`config.mk`:
```
export PLATFORM = sky130hd
export DESIGN_NAME = l1_trig_filter
export DESIGN_NICKNAME = d
export VERILOG_FILES = /design/src/rtl/l1f_pkg.sv /design/src/rtl/l1f_fir.sv /design/src/rtl/l1f_peak.sv /design/src/rtl/l1_trig_filter.sv
export SDC_FILE = /design/constraint.sdc
export NUM_CORES = 2
export LEC_CHECK = 0
export BUFFER_PORTS_ARGS = -buffer_cell sky130_fd_sc_hd__buf_2
export CORE_UTILIZATION = 40
export CTS_CLUSTER_SIZE = 16
export DETAILED_ROUTE_END_ITERATION = 6
export GPL_ROUTABILITY_DRIVEN = 0
export GPL_TIMING_DRIVEN = 0
export PLACE_DENSITY = 0.63
export REMOVE_ABC_BUFFERS = 1
export SYNTH_ARGS = -nofsm -noshare
export SYNTH_HDL_FRONTEND = slang
export SYNTH_HIERARCHICAL = 1
export SYNTH_SLANG_ARGS = --single-unit
```
`constraint.sdc`:
```
create_clock -name clk -period 12.74 [get_ports clk]
set_input_delay 2.548 -clock clk [delete_from_list [all_inputs] [get_ports clk]]
set_output_delay 2.548 -clock clk [all_outputs]
set_load 0.05 [all_outputs]
```
`src/rtl/l1f_pkg.sv`:
```
// Shared definitions for the level-1 energy/timing filter.
// Assumes: the bank encoding is fixed by the configuration interface.
package l1f_pkg;
    // Coefficient bank selector values seen on cfg_bank.
    typedef enum logic {
        BANK_ENERGY = 1'b0,
        BANK_TIMING = 1'b1
    } bank_e;

    localparam int NUM_BANKS = 2;
endpackage

```
`src/rtl/l1f_fir.sv`:
```
// Six-tap (parameterised) FIR with its own coefficient registers.
// Input samples are unsigned. Coefficients are signed two's complement.
// The accumulator is sized by the parent so that it cannot overflow.
// Latency: a sample on sample_in is multiplied at tap 0 one edge after it is
// captured, and the registered sum appears one edge after that.
module l1f_fir #(
    parameter int SUM_W  = 18,
    parameter int COEF_W = 8,
    parameter int TAPS   = 6,
    parameter int TAP_AW = 3,
    parameter int ACC_W  = 30
) (
    input  logic                     clk,
    input  logic                     rst_n,
    input  logic                     wr_en,
    input  logic [TAP_AW-1:0]        wr_tap,
    input  logic signed [COEF_W-1:0] wr_coef,
    input  logic [SUM_W-1:0]         sample_in,
    output logic signed [ACC_W-1:0]  acc_out
);
    localparam int PROD_W = SUM_W + 1 + COEF_W;

    logic [SUM_W-1:0]         line  [TAPS];
    logic signed [COEF_W-1:0] coef  [TAPS];
    logic signed [PROD_W-1:0] prod  [TAPS];
    logic signed [ACC_W-1:0]  acc_d;

    for (genvar k = 0; k < TAPS; k++) begin : g_tap
        // Coefficient register: loaded when the write addresses this tap.
        always_ff @(posedge clk) begin
            if (!rst_n)
                coef[k] <= '0;
            else if (wr_en && (wr_tap == TAP_AW'(k)))
                coef[k] <= wr_coef;
        end

        // Delay line stage: tap 0 takes the new sum, others shift.
        if (k == 0) begin : g_head
            always_ff @(posedge clk) begin
                if (!rst_n) line[k] <= '0;
                else        line[k] <= sample_in;
            end
        end else begin : g_body
            always_ff @(posedge clk) begin
                if (!rst_n) line[k] <= '0;
                else        line[k] <= line[k-1];
            end
        end

        // Signed product of the zero-extended sample and its coefficient.
        assign prod[k] = PROD_W'($signed({1'b0, line[k]})) * PROD_W'(coef[k]);
    end

    // Adder tree over all tap products, sign-extended to accumulator width.
    always_comb begin
        acc_d = '0;
        for (int k = 0; k < TAPS; k++)
            acc_d = acc_d + ACC_W'(prod[k]);
    end

    // Output register of the filter.
    always_ff @(posedge clk) begin
        if (!rst_n) acc_out <= '0;
        else        acc_out <= acc_d;
    end
endmodule

```
`src/rtl/l1f_peak.sv`:
```
// Three-point local-maximum detector with an aligned energy gate.
// Keeps the two previous timing values. The current timing input is the
// newer neighbour of the middle value. A peak needs middle > older and
// middle >= newer, so on a tie the earlier sample wins. The energy value that
// goes with the middle sample is delayed one stage, clamped to
// [0, 2^OUT_W-1] and passed on only in a peak cycle.
module l1f_peak #(
    parameter int ACC_W = 30,
    parameter int OUT_W = 16
) (
    input  logic                    clk,
    input  logic                    rst_n,
    input  logic signed [ACC_W-1:0] energy_in,
    input  logic signed [ACC_W-1:0] timing_in,
    output logic [OUT_W-1:0]        energy_out,
    output logic                    peak_flag
);
    localparam logic signed [ACC_W-1:0] OUT_MAX =
        ACC_W'((64'd1 << OUT_W) - 64'd1);

    logic signed [ACC_W-1:0] t_mid, t_old, e_mid;
    logic                    is_peak;
    logic [OUT_W-1:0]        e_clamped;

    // Timing history window and the energy sample aligned to its middle.
    always_ff @(posedge clk) begin
        if (!rst_n) begin
            t_mid <= '0;
            t_old <= '0;
            e_mid <= '0;
        end else begin
            t_mid <= timing_in;
            t_old <= t_mid;
            e_mid <= energy_in;
        end
    end

    // Local-maximum test with the earlier-sample tie rule.
    assign is_peak = (t_mid > t_old) && (t_mid >= timing_in);

    // Clamp the energy value into the unsigned output range.
    always_comb begin
        if (e_mid < 0)
            e_clamped = '0;
        else if (e_mid > OUT_MAX)
            e_clamped = '1;
        else
            e_clamped = e_mid[OUT_W-1:0];
    end

    // Gated output register: value and flag only in a peak crossing.
    always_ff @(posedge clk) begin
        if (!rst_n) begin
            energy_out <= '0;
            peak_flag  <= 1'b0;
        end else begin
            energy_out <= is_peak ? e_clamped : '0;
            peak_flag  <= is_peak;
        end
    end
endmodule

```
`src/rtl/l1_trig_filter.sv`:
```
// Level-1 trigger filter top: a three-channel adder, two parallel FIR banks
// (energy and timing) and a peak-gated output.
// Assumes the channel samples are already linearised and unsigned.
// Fixed latency: four edges from the input sample to the output.
module l1_trig_filter
    import l1f_pkg::*;
#(
    parameter int SAMPLE_W = 16,
    parameter int COEF_W   = 8,
    parameter int TAPS     = 6,
    parameter int OUT_W    = 16,
    parameter int TAP_AW   = $clog2(TAPS)
) (
    input  logic                     clk,
    input  logic                     rst_n,
    input  logic [SAMPLE_W-1:0]      ch0_in,
    input  logic [SAMPLE_W-1:0]      ch1_in,
    input  logic [SAMPLE_W-1:0]      ch2_in,
    input  logic                     cfg_we,
    input  logic                     cfg_bank,
    input  logic [TAP_AW-1:0]        cfg_tap,
    input  logic signed [COEF_W-1:0] cfg_coef,
    output logic [OUT_W-1:0]         energy_out,
    output logic                     peak_flag
);
    localparam int SUM_W  = SAMPLE_W + 2;
    localparam int ACC_W  = SUM_W + 1 + COEF_W + $clog2(TAPS);

    logic [SUM_W-1:0]        chan_sum;
    logic signed [ACC_W-1:0] fir_acc [NUM_BANKS];

    // Full-width sum of the three channels, one per crossing.
    always_ff @(posedge clk) begin
        if (!rst_n) chan_sum <= '0;
        else        chan_sum <= SUM_W'(ch0_in) + SUM_W'(ch1_in) + SUM_W'(ch2_in);
    end

    for (genvar b = 0; b < NUM_BANKS; b++) begin : g_bank
        l1f_fir #(
            .SUM_W (SUM_W),
            .COEF_W(COEF_W),
            .TAPS  (TAPS),
            .TAP_AW(TAP_AW),
            .ACC_W (ACC_W)
        ) u_fir (
            .clk      (clk),
            .rst_n    (rst_n),
            .wr_en    (cfg_we && (cfg_bank == 1'(b))),
            .wr_tap   (cfg_tap),
            .wr_coef  (cfg_coef),
            .sample_in(chan_sum),
            .acc_out  (fir_acc[b])
        );
    end

    l1f_peak #(
        .ACC_W(ACC_W),
        .OUT_W(OUT_W)
    ) u_peak (
        .clk       (clk),
        .rst_n     (rst_n),
        .energy_in (fir_acc[BANK_ENERGY]),
        .timing_in (fir_acc[BANK_TIMING]),
        .energy_out(energy_out),
        .peak_flag (peak_flag)
    );
endmodule

```
==> out/metrics.cfg <==
[status]
status=finished, final reports clean

[global_routing]
antenna_found_initial=3
grt_pass1_wl_um=300900
grt_max_degree=169
grt_pass1_vias=53914
overflow=0
grtUsageTotal_pct=20.56

[timing]
whs_ns=0.4168
finalHoldViolCount=0
drv_slew=0
rsz0062_at_grt=false
maxSlewHeadroom_pct=14.86
report.final.setup_viol=0
max_freq_mhz=112.4
period_minus_slack_ns=8.895
worst_pin_slew_ns=1.266
skew_ns=0.03811
post-route-period-util_pct=69.82
setup_tns_ns=0

[yosys]
postSynthAreaPerCell_um2=9.662
synth.distinct_cells=74
synth_warnings=6
postSynthCellCount=7777
synth-seq-cells=497
ys_async_sr_fraction_pct=0
synth_edf_count=96
syn_area_mm2=0.07514
synth-main-ff-cell=dfxtp_1
yosysSeqAreaShare_pct=14.52

[hold_path]
min_to=u_peak/e_mid[24]
hold_start=g_bank[0].u_fir/acc_out[24]
hold_path.class=flip-flop to flip-flop
holdPathStages=1

[critical_path]
cp-start-kind=flip-flop
rr_endpoint=g_bank[1].u_fir/acc_out[29]
r2r_cells=21
cp_data_required_time_ns=13.31
worstPathArrival_ns=9.46
path_class=flip-flop to flip-flop
crit_fanout=17
reg2reg_from=g_bank[1].u_fir/coef[1][7]
setup.worst_path.end_class=flip-flop
r2r_setup_slack_ns=3.85

[floorplanning]
num_rows=158
die-area_mm2=0.1896
initial_core_util_pct=40.39
core_area_mm2=0.1860
dieHeight_um=435.4
io_pins=80
die_x_um=435.4

[clock_tree]
cts.sinks=497
cts-resized-gates=0
cts_hold_buf=0
cts_buffer_depth=3
cts_tree=done
htreeDepth=3
clk_pin_slew_ns=0.06
cts_buffers=66
cts_setup_buffers=0
root_buffer=clkbuf_16
clock_latency_ns=0.69

[detailed_routing]
ant_nets=0
drtIter0Drc=2541
dr_total_vias=49190
viasPerCell=4.824
dr.pass1.iters=6
post_drt_wl_per_cell_um=18.28
drc=0
wl_um=186400

[placement]
dp_hpwl_um=158300
io_buffers=79
placed_area_mm2=0.07774
place_inst=10076

[layout]
fin_area_mm2=0.08003
drive_gt1_share_pct=3.072
synthToLayoutAreaGrowth_pct=6.499
fillers=18083
multi_input_area_mm2=0.05571
final_cell_mix=2009 x inv_1, 1671 x fa_1, 1177 x and2_1
instances_no_fill=10197
num-nets-final=9949
register_area_mm2=0.01091
final_common_cell=inv_1

[job]
maxCapViolations=0

-- through the flow --
stage / util [%] / setup WS [ns]
after floorplan: - / 5.245
after global placement: 41.73 / 1.259
after detailed placement: 41.79 / 3.863
after CTS: 43.01 / 3.814
after global routing: 43.02 / 3.684
final: 43.02 / 3.845
-- layer usage --
layer / up-vias / global-route usage, % / wire length (um)
li1: 22119 / - / -
met1: 25730 / 23.98 / 69710
met2: 995 / 37.18 / 99000
met3: 346 / 1.932 / 6069
met4: 0 / 11.00 / 11660
met5: - / 0 / 0
-- critical path, stage by stage, from the launching register on --
cell      delay, ns
edfxtp_1       0.95
inv_1          0.63
nor2_1         0.28
fa_1           0.45
fa_1           0.52
fa_1           0.44
fa_1           0.55
fa_1           0.47
fa_1           0.59
fa_1           0.45
fa_1           0.49
inv_1          0.05
fa_1           0.51
inv_1          0.05
ha_1           0.33
and3_2         0.24
a221oi_2       0.36
o21ai_2        0.19
a211oi_4       0.43
o21ai_2        0.17
a221oi_2       0.33
mux2i_1        0.28
-- how the worst max path moves through the flow --
stage	from	end	slack (ns)	depth (start not counted)
2_1_floorplan	g_bank[1].u_fir/coef[5][7]	g_bank[1].u_fir/acc_out[29]	5.24	23
3_3_place_gp	rst_n	g_bank[0].u_fir/coef[0][1]	1.26	5
3_5_place_dp	g_bank[1].u_fir/coef[1][7]	g_bank[1].u_fir/acc_out[29]	3.86	21
4_1_cts	g_bank[1].u_fir/coef[1][7]	g_bank[1].u_fir/acc_out[29]	3.81	21
5_1_grt	g_bank[1].u_fir/coef[1][7]	g_bank[1].u_fir/acc_out[29]	3.68	21
6_report	g_bank[1].u_fir/coef[1][7]	g_bank[1].u_fir/acc_out[29]	3.85	21
-- logic make-up after synthesis --
logic type	share of synthesized area (%)
AO/OA/AOI/OAI	2.186
XOR/XNOR	0.6644
adder cells (fa/ha/maj)	53.69
buffers and inverters	11.37
flip-flops	14.52
multiplexers	0.2564
AND/OR/NAND/NOR	17.31
-- cell usage after synthesis, types with 3 or more instances --
cell type	count	area (um^2)
o41ai_1	3	26.28
nand4_1	18	112.6
a221oi_1	3	26.28
dfxtp_1	401	8028
o21ai_0	35	175.2
o21ai_2	4	35.03
xnor2_1	38	332.8
nand3_1	26	130.1
a21o_1	24	180.2
nand2_1	846	3176
edfxtp_1	96	2883
a21oi_1	80	400.4
buf_1	8	30.03
nor4_2	11	137.6
xor2_1	19	166.4
a311oi_1	3	26.28
a221oi_2	4	60.06
a211oi_1	7	52.55
fa_1	1671	33450
inv_1	2009	7541
and3_1	10	62.56
a21boi_0	3	22.52
o31ai_1	8	60.06
nor3_1	17	85.08
nor2b_1	60	375.4
or2_2	4	25.02
o21bai_1	5	37.54
nand2b_1	119	744.5
o21a_1	11	82.58
and2_1	1177	7363
o211ai_1	9	67.56
and4_1	4	35.03
nor2_1	160	600.6
a31oi_1	8	50.05
mux2i_1	17	170.2
clkbuf_1	252	945.9
nor4_1	12	75.07
ha_1	551	6894
-- final cells by class --
type                    instances  area share, %
diodes                          1       0.003127
flip-flops and latches        497          13.63
repair buffers                 82         0.6004
multi-input cells            5008          69.61
clock inverters                34         0.5410
clock buffers                  86          2.311
inverters                    2009          9.423
well taps                    2480          3.877
-- registers in the layout (all words and copies together) (netlist names) --
name                  flops
g_bank.u_fir/coef        96
g_bank.u_fir/acc_out     60
g_bank.u_fir/line       216
u_peak/peak_flag          1
chan_sum                 18
u_peak/t_old             30
u_peak/e_mid             30
u_peak/energy_out        16
u_peak/t_mid             30
Power is not shown: default switching activity piles up to over one toggle a cycle in this logic, so the estimate is an artifact.
